===== src/rtl/hdma_pkg.sv =====
package hdma_pkg;
    typedef enum logic [3:0] {
        ST_IDLE, ST_PICK, ST_HDR_A, ST_HDR_D, ST_ILO_A, ST_ILO_D,
        ST_IHI_A, ST_IHI_D, ST_DECIDE, ST_DAT_A, ST_DAT_D
    } hst_e;

    localparam logic [7:0] HDR_LONG     = 8'h80;
    localparam logic [7:0] BREG_BLOCKED = 8'h18;
    localparam logic [7:0] LONG_RUN     = 8'd128;
endpackage


===== src/rtl/hdma_pick.sv =====
module hdma_pick #(
    parameter int N = 8,
    localparam int IW = $clog2(N)
) (
    input  logic [N-1:0]  req,
    output logic          found,
    output logic [IW-1:0] idx
);
    always_comb begin
        found = 1'b0;
        idx   = '0;
        for (int i = N - 1; i >= 0; i--) begin
            if (req[i]) begin
                found = 1'b1;
                idx   = IW'(i);
            end
        end
    end
endmodule


===== src/rtl/hdma_pattern.sv =====
module hdma_pattern (
    input  logic [2:0] mode,
    input  logic [1:0] k,
    output logic [1:0] off,
    output logic [2:0] nbytes
);
    always_comb begin
        case (mode)
            3'd0:        begin nbytes = 3'd1; off = 2'd0;          end
            3'd1:        begin nbytes = 3'd2; off = k;             end
            3'd2, 3'd6:  begin nbytes = 3'd2; off = 2'd0;          end
            3'd3, 3'd7:  begin nbytes = 3'd4; off = {1'b0, k[1]};  end
            3'd4:        begin nbytes = 3'd4; off = k;             end
            default:     begin nbytes = 3'd4; off = {1'b0, k[0]};  end
        endcase
    end
endmodule


===== src/rtl/hdma_line_engine.sv =====
module hdma_line_engine
    import hdma_pkg::*;
#(
    parameter int NCH = 8,
    parameter int AW  = 16,
    parameter int BKW = 8,
    localparam int CW = $clog2(NCH)
) (
    input  logic                     clk,
    input  logic                     rst_n,
    input  logic                     frame_start,
    input  logic                     line_strobe,
    input  logic [NCH-1:0]           ena_mask,
    input  logic [NCH-1:0][AW-1:0]   cfg_start,
    input  logic [NCH-1:0][BKW-1:0]  cfg_bank,
    input  logic [NCH-1:0][BKW-1:0]  cfg_ibank,
    input  logic [NCH-1:0]           cfg_indirect,
    input  logic [NCH-1:0][2:0]      cfg_mode,
    input  logic [NCH-1:0][7:0]      cfg_breg,
    input  logic [7:0]               mem_rdata,
    output logic                     mem_rd,
    output logic [BKW+AW-1:0]        mem_addr,
    output logic                     bw_valid,
    output logic [7:0]               bw_addr,
    output logic [7:0]               bw_data,
    output logic [NCH-1:0]           active_mask,
    output logic                     busy
);
    typedef struct packed {
        logic [AW-1:0] tbl;
        logic [AW-1:0] dat;
        logic [7:0]    cnt;
        logic          every;
        logic          first;
    } chan_s;

    typedef struct packed {
        hst_e           st;
        logic [CW-1:0]  ch;
        logic [1:0]     k;
        logic [7:0]     lo;
        logic [NCH-1:0] act;
        logic [NCH-1:0] pend;
    } core_s;

    core_s              cq, cd;
    chan_s [NCH-1:0]    chq, chd;
    chan_s              c;

    logic               pick_found;
    logic [CW-1:0]      pick_idx;
    logic [1:0]         pat_off;
    logic [2:0]         pat_n;
    logic [7:0]         hcnt;
    logic               last_k;

    hdma_pick #(.N(NCH)) u_pick (
        .req   (cq.pend),
        .found (pick_found),
        .idx   (pick_idx)
    );

    hdma_pattern u_pat (
        .mode   (cfg_mode[cq.ch]),
        .k      (cq.k),
        .off    (pat_off),
        .nbytes (pat_n)
    );

    assign hcnt   = (mem_rdata == HDR_LONG) ? LONG_RUN : {1'b0, mem_rdata[6:0]};
    assign last_k = ({1'b0, cq.k} == (pat_n - 3'd1));

    always_comb begin
        cd       = cq;
        chd      = chq;
        c        = chq[cq.ch];
        mem_rd   = 1'b0;
        mem_addr = '0;
        bw_valid = 1'b0;
        bw_addr  = '0;
        bw_data  = '0;
        if (frame_start) begin
            cd.st   = ST_IDLE;
            cd.act  = ena_mask;
            cd.pend = '0;
            for (int i = 0; i < NCH; i++) begin
                if (ena_mask[i]) begin
                    chd[i].cnt   = '0;
                    chd[i].first = 1'b1;
                    chd[i].every = 1'b0;
                    chd[i].tbl   = cfg_start[i];
                end
            end
        end else begin
            case (cq.st)
                ST_IDLE: begin
                    if (line_strobe && (|cq.act)) begin
                        cd.pend = cq.act;
                        cd.st   = ST_PICK;
                    end
                end
                ST_PICK: begin
                    if (!pick_found) begin
                        cd.st = ST_IDLE;
                    end else begin
                        cd.ch = pick_idx;
                        cd.st = (chq[pick_idx].cnt == '0) ? ST_HDR_A : ST_DECIDE;
                    end
                end
                ST_HDR_A: begin
                    mem_rd   = 1'b1;
                    mem_addr = {cfg_bank[cq.ch], c.tbl};
                    cd.st    = ST_HDR_D;
                end
                ST_HDR_D: begin
                    c.cnt   = hcnt;
                    c.every = mem_rdata[7] && (mem_rdata != HDR_LONG);
                    if ((hcnt == '0) || (cfg_breg[cq.ch] == BREG_BLOCKED)) begin
                        cd.act[cq.ch]  = 1'b0;
                        cd.pend[cq.ch] = 1'b0;
                        cd.st          = ST_PICK;
                    end else begin
                        c.tbl   = c.tbl + AW'(1);
                        c.dat   = c.tbl;
                        c.first = 1'b1;
                        cd.st   = cfg_indirect[cq.ch] ? ST_ILO_A : ST_DECIDE;
                    end
                end
                ST_ILO_A: begin
                    mem_rd   = 1'b1;
                    mem_addr = {cfg_bank[cq.ch], c.tbl};
                    cd.st    = ST_ILO_D;
                end
                ST_ILO_D: begin
                    cd.lo = mem_rdata;
                    cd.st = ST_IHI_A;
                end
                ST_IHI_A: begin
                    mem_rd   = 1'b1;
                    mem_addr = {cfg_bank[cq.ch], c.tbl + AW'(1)};
                    cd.st    = ST_IHI_D;
                end
                ST_IHI_D: begin
                    c.dat = AW'({mem_rdata, cq.lo});
                    c.tbl = c.tbl + AW'(2);
                    cd.st = ST_DECIDE;
                end
                ST_DECIDE: begin
                    if (!c.every && !c.first) begin
                        c.cnt          = c.cnt - 8'd1;
                        cd.pend[cq.ch] = 1'b0;
                        cd.st          = ST_PICK;
                    end else begin
                        cd.k  = '0;
                        cd.st = ST_DAT_A;
                    end
                end
                ST_DAT_A: begin
                    mem_rd   = 1'b1;
                    mem_addr = {(cfg_indirect[cq.ch] ? cfg_ibank[cq.ch] : cfg_bank[cq.ch]),
                                c.dat + AW'(cq.k)};
                    cd.st    = ST_DAT_D;
                end
                ST_DAT_D: begin
                    bw_valid = 1'b1;
                    bw_addr  = cfg_breg[cq.ch] + {6'd0, pat_off};
                    bw_data  = mem_rdata;
                    if (last_k) begin
                        c.dat = c.dat + AW'(pat_n);
                        if (!cfg_indirect[cq.ch]) c.tbl = c.tbl + AW'(pat_n);
                        c.first        = 1'b0;
                        c.cnt          = c.cnt - 8'd1;
                        cd.pend[cq.ch] = 1'b0;
                        cd.st          = ST_PICK;
                    end else begin
                        cd.k  = cq.k + 2'd1;
                        cd.st = ST_DAT_A;
                    end
                end
                default: cd.st = ST_IDLE;
            endcase
            chd[cq.ch] = c;
        end
    end

    always_ff @(posedge clk) begin
        if (!rst_n) begin
            cq  <= '0;
            chq <= '0;
        end else begin
            cq  <= cd;
            chq <= chd;
        end
    end

    assign active_mask = cq.act;
    assign busy        = (cq.st != ST_IDLE);
endmodule


===== config.mk =====
export PLATFORM = sky130hd
export DESIGN_NAME = hdma_line_engine
export DESIGN_NICKNAME = d
export VERILOG_FILES = /design/src/rtl/hdma_pkg.sv /design/src/rtl/hdma_pick.sv /design/src/rtl/hdma_pattern.sv /design/src/rtl/hdma_line_engine.sv
export SDC_FILE = /design/constraint.sdc
export NUM_CORES = 1
export LEC_CHECK = 0
export ABC_AREA = 1
export BUFFER_PORTS_ARGS = -buffer_cell sky130_fd_sc_hd__buf_2
export CORE_MARGIN = 2
export CORE_UTILIZATION = 35
export DETAILED_ROUTE_END_ITERATION = 16
export PLACE_DENSITY = 0.58
export SKIP_LAST_GASP = 1
export SYNTH_ARGS = -nofsm -noshare
export SYNTH_HDL_FRONTEND = slang
export SYNTH_HIERARCHICAL = 1
export SYNTH_SLANG_ARGS = --single-unit

===== constraint.sdc =====
create_clock -name clk -period 8.7 [get_ports clk]
set_clock_uncertainty 0.1 [all_clocks]
set_input_delay 2.61 -clock clk [delete_from_list [all_inputs] [get_ports clk]]
set_output_delay 2.61 -clock clk [all_outputs]
set_load 0.05 [all_outputs]

# ---- After elaboration in Yosys (flattened, before gate mapping)
# Cells that the tools add are included.
dict set report op_classes {
  n_lt_le_gt_ge 3
  n_addsub 9
  reduce_logical 29
  n_mux 106
  eq_ne 34
  bitwise 5
}
# op n
set op_table {}
lappend op_table {{336-bit bitwise mux} 1}
lappend op_table {{42-bit binary-select mux with 3-bit select} 2}
lappend op_table {{16-bit 2-to-1 mux} 12}
lappend op_table {{26-bit 2-to-1 mux} 7}
lappend op_table {{42-bit demux with 3-bit select} 1}
lappend op_table {{8-bit 2-to-1 mux} 15}
lappend op_table {{10-bit 2-to-1 mux} 10}
lappend op_table {{32-bit case mux with 3 select lines} 1}
lappend op_table {{42-bit 2-to-1 mux} 2}
lappend op_table {{8-bit binary-select mux with 3-bit select} 3}
lappend op_table {{24-bit case mux with 3 select lines} 1}
lappend op_table {{32-bit 2-to-1 mux} 2}
lappend op_table {{4-bit case mux with 11 select lines} 1}
lappend op_table {{40-bit 2-to-1 mux} 1}
lappend op_table {{16-bit by 3-bit adder with 16-bit output} 2}
lappend op_table {{8-bit case mux with 4 select lines} 1}
lappend op_table {{4-bit 2-to-1 mux} 7}
lappend op_table {{3-bit 2-to-1 mux} 9}
lappend op_table {{24-bit 2-to-1 mux} 1}
lappend op_table {{8-bit case mux with 3 select lines} 1}
lappend op_table {{1-bit 2-to-1 mux} 19}
lappend op_table {{16-bit by 1-bit adder with 16-bit output (second input constant)} 1}
lappend op_table {{16-bit by 2-bit adder with 16-bit output} 1}
lappend op_table {{16-bit by 2-bit adder with 16-bit output (second input constant)} 1}
lappend op_table {{other kinds (46)} 84}
dict set report totals {
  input_bits 372
  out_inout_bits 51
  regBits 369
  elab_cells 232
}

# ---- Depth between registers and ports, before layout
dict set report logic_depth {
  ltp_word 14
  mapped_depth 32
  depth_no_buf 28
}

# ---- Hierarchy
# Netlist, hierarchy kept.
# mod area_each_um2 n_inst seq_area_each_um2 cells_per_inst
set modules_own_cells {}
lappend modules_own_cells {hdma_line_engine 24528.5 1 7387.1 4000}
lappend modules_own_cells {hdma_pick 98.8 1 0.0 22}
lappend modules_own_cells {hdma_pattern 72.6 1 0.0 16}

# ---- Least setup slack after synthesis
# No wires, ideal clock.
dict set report synth_path {
  path_type {in2out}
  start {input port frame_start}
  end {output port bw_addr[5]}
  path_stages 6
  path_slack_ns 0.338
  path_buffers 3
  t_arrival_ns 5.652
  cell_sequence {clkbuf_1 -> buf_1 -> clkbuf_1 -> nor2_1 -> clkinv_1 -> nor3_1}
}
dict set report synth_between {
  elab_chain_cells 1
}
# item line
set synth_rtl {}
lappend synth_rtl {{start, declared} hdma_line_engine.sv:11} ;# input logic frame_start,
lappend synth_rtl {{8-bit 2-to-1 mux} hdma_line_engine.sv:82} ;# if (frame_start) begin
lappend synth_rtl {{end, declared} hdma_line_engine.sv:24} ;# output logic [7:0] bw_addr,
# Every way passes these cells.

# ---- Worst setup path after layout
dict set report layout_path {
  start {input port cfg_mode[1] in the netlist's numbering}
  end {output port bw_addr[5]}
}
dict set report layout_between {
  elab_chain_cells 8
}
# item line
set layout_rtl {}
lappend layout_rtl {{start, declared} hdma_line_engine.sv:18} ;# input logic [NCH-1:0][2:0] cfg_mode,
lappend layout_rtl {{3-bit binary-select mux with 3-bit select (*)} hdma_line_engine.sv:64} ;# .mode (cfg_mode[cq.ch]),
lappend layout_rtl {{3-bit 2-to-1 mux (implied by the code) (*)} hdma_line_engine.sv:64}
lappend layout_rtl {{3-bit by 2-bit == test with 1-bit output, or another cell as far along} hdma_pattern.sv:8} ;# case (mode)
lappend layout_rtl {{3-bit OR reduction (no line), or another cell as far along} n/a}
lappend layout_rtl {{2-bit case mux with 3 select lines (*)} hdma_pattern.sv:8}
lappend layout_rtl {{named net pat_off[1]} hdma_line_engine.sv:52} ;# logic [1:0] pat_off;
lappend layout_rtl {{8-bit by 2-bit adder with 8-bit output (*)} hdma_line_engine.sv:166} ;# bw_addr = cfg_breg[cq.ch] + {6'd0, pat_off};
lappend layout_rtl {{8-bit 2-to-1 mux (*)} hdma_line_engine.sv:95} ;# case (cq.st)
lappend layout_rtl {{8-bit 2-to-1 mux (*)} hdma_line_engine.sv:82}
# Mark *: on every way through the listed nets, which the timed path passes. The rest lies on a longest branch. The select of a mux whose other input is x is not followed.

==> impl_metrics.csv <==
group,metric,value,unit
global_route,grt_pass1_wl,177000,µm
yosys,synth_area_leaders,"dfxtp_1 (30%), nand2_1 (17%), inv_1 (7.9%), a21oi_1 (7.2%), o21ai_0 (6.3%)",
critical_path,worstPathRequired,5.99,ns
power,leakage,0.0132,µW
outcome,status,"complete, no violations",
cells_and_area,final_net_count,4731,
clock_network,path_clk_slew,0.05,ns
yosys,yosys_warnings,6,
routing,drt_first_pass_iters,6,
timing,max_freq,125,MHz
cells_and_area,syn_to_final_growth,16.9,%
die,io_pins,423,
routing,first_iter_violations,3566,
global_route,grt_pass1_vias,26344,
timing,worst_pin_slew,1.23,ns
clock_network,post-cts-setup-buffers,0,
yosys,synth_area_per_cell,6.12,µm²
timing,rsz0062_at_grt,"no",
yosys,ys.flop_type,"dfxtp_1",
timing,hold_violations,0,
placement,dp_hpwl,87600,µm
critical_path,critPathKind,"primary input to output port",
yosys,yosys.area.top_type,"dfxtp_1",
die,coreArea,69900,µm²
routing,dr_wl_met3,13800,µm
min_path,min_from,"chq[131]",
critical_path,r2r-start,"cq[27]",
critical_path,rr_worst_depth,21,
clock_network,cts.sinks,369,
routing,wl_met2,52100,µm
die,die_area,72700,µm²
critical_path,rrSetupSlack,2.36,ns
critical_path,crit_path_end_kind,"output port",
die,die-width,270,µm
yosys,ys_seq_elements,369,
clock_network,cts_tree,"yes",
clock_network,cts_made_buffers,45,
timing,fin_crit_sh,0.916,
routing,via_per_inst,5.49,
critical_path,worst_setup_path_start_kind,"primary input",
routing,routed.top_layer,"met5",
routing,drc_errors,0,
global_route,grt_max_degree,101,
routing,final_antenna_net_count,0,
min_path,whs_path_depth,2,
timing,finalSetupTns,0,ns
critical_path,crit_arrival,5.26,ns
min_path,hold_end,"chq[131]",
routing,wl_per_cell,23.1,µm
placement,port_buffers,422,
yosys,synth.net_count,4428,
die,die_y,270,µm
yosys,synthesis.instances,4038,
global_route,gr-total-overflow,0,
clock_network,clockBufferDepth,3,
routing,vias,29161,
power,peakVddDrop,0.121,mV
timing,period_needed,7.97,ns
min_path,hp-class,"register to register",
yosys,synth-edff-count,0,
placement,place_congestion,1.03,
die,initial_core_util,0.353,
job,cap_viol_max_count,0,
die,rows,97,
clock_network,htree_levels,2,
yosys,syn_area,24700,µm²
clock_network,cts-root-buf,"clkbuf_16",
critical_path,r2r_end,"chq[186]",
yosys,ys_seq_area_frac,0.299,
clock_network,hold_buffers,0,
routing,drt-met1-wl,51200,µm
yosys,synth_top_area_frac,0.299,
cells_and_area,final_common_cell,"nand2_1",
yosys,async_reset_ff_frac,0,
cells_and_area,fin_util,0.413,
yosys,ys_types,65,
clock_network,ctsResizeCount,0,
timing,max_slew_margin,0.179,
power,p_per_area,159,nW/µm²
global_route,grt_util_all_layers,0.322,
cells_and_area,layout-drive-gt1-share,0.169,
timing,setup_violations,0,
global_route,grt_antenna_before_repair,3,
routing,routed_wl,122000,µm
timing,slew_viol_final,0,
cells_and_area,most-common-layout-cells,"nand2_1 (1120), inv_1 (519), buf_2 (420)",
clock_network,clk_latency,0.62,ns
critical_path,cp_max_fo,6,
-- power by group --
part / internal, µW / total (µW) / leakage [µW] / switching (µW)
Combinational: 244 / 858 / 0.00946 / 614
Sequential: 1750 / 1780 / 0.00300 / 32.2
Clock: 1150 / 1960 / 0.000739 / 808
-- registers in the layout, indices dropped and copies added (netlist names) --
| register | count |
|---|---|
| active_mask | 8 |
| chq | 336 |
| cq | 25 |
-- layout make-up --
cell class / count / area (µm²)
fillers: 7700 / 41000
multi-input cells: 2890 / 14100
flip-flops and latches: 369 / 7390
repair buffers: 488 / 2610
inverters: 547 / 2070
clock buffers: 66 / 1340
well taps: 940 / 1180
clock inverters: 12 / 168
diodes: 2 / 5.00
-- Yosys cell counts, types with 3 or more instances --
master    instances
nand2_1        1120
inv_1           519
dfxtp_1         369
a21oi_1         353
nor2_1          332
o21ai_0         309
nand3_1         247
clkbuf_1        140
o21ai_1          68
nand4_1          62
nand2_2          43
o221ai_1         37
o22ai_1          35
nor2_2           31
a22oi_1          27
buf_2            27
buf_6            24
nor3_1           24
buf_4            23
a22o_1           21
a221oi_1         20
nand3_2          19
nor2_4           19
inv_2            18
buf_1            16
o211ai_1         16
o21bai_1         15
ha_1             14
a31oi_1           8
clkinv_1          7
nand2_4           6
o211ai_2          6
fa_1              4
or2_2             4
xor2_1            4
a21oi_2           3
a32o_1            3
nand4_4           3
nor4_1            3
o21a_1            3
xnor2_1           3
-- cell families (layout without fill, tap and decap cells) --
family,after synthesis,after routing,synth area share
compound gates,936,936,0.215
buf+inv,779,1113,0.132
xor+xnor,8,8,0.00314
simple gates,1928,1928,0.340
flops,369,369,0.299
other cells,0,2,0
fa+ha+maj,18,18,0.0103
-- worst max-delay path, stage by stage --
cell     delay (ns)
buf_2          0.10
a22o_1         0.22
a21oi_1        0.14
nand4_1        0.27
o21ai_0        0.25
nand2_1        0.07
nor2_1         0.31
ha_1           0.30
a21oi_1        0.15
nor2_1         0.08
nand2_1        0.06
nor2_1         0.06
nand2_1        0.08
inv_1          0.06
nor3_1         0.18
buf_2          0.32
-- per-layer routing --
layer  vias up  global-route usage
met2      1757               0.488
met3       277              0.0643
met4         2               0.128
met1     13413               0.446
met5         -                   0
li1      13712                   -
-- worst max-delay path by stage --
stage / depth (start not counted) / to / start
floorplan: 6 / bw_addr[5] / frame_start
global placement: 17 / bw_addr[7] / cfg_mode[1]
detailed placement: 16 / bw_addr[5] / cfg_mode[1]
CTS: 16 / bw_addr[5] / cfg_mode[1]
global route: 17 / bw_addr[7] / cfg_mode[1]
finish: 16 / bw_addr[5] / cfg_mode[1]
-- per-stage QoR --
step	power, µW	hold slack [ns]	setup WS, ns	std cells	instance area (µm²)
after floorplan	2290	0.345	0.338	4038	24700
after global placement	2650	0.354	0.676	5234	27400
after detailed placement	2650	0.355	0.651	5234	27400
after CTS	4590	0.364	0.659	5312	28900
after global routing	4740	0.380	0.381	5313	28900
final	4600	0.366	0.729	5314	28900
No activity file was read; power rests on OpenSTA's default activity.
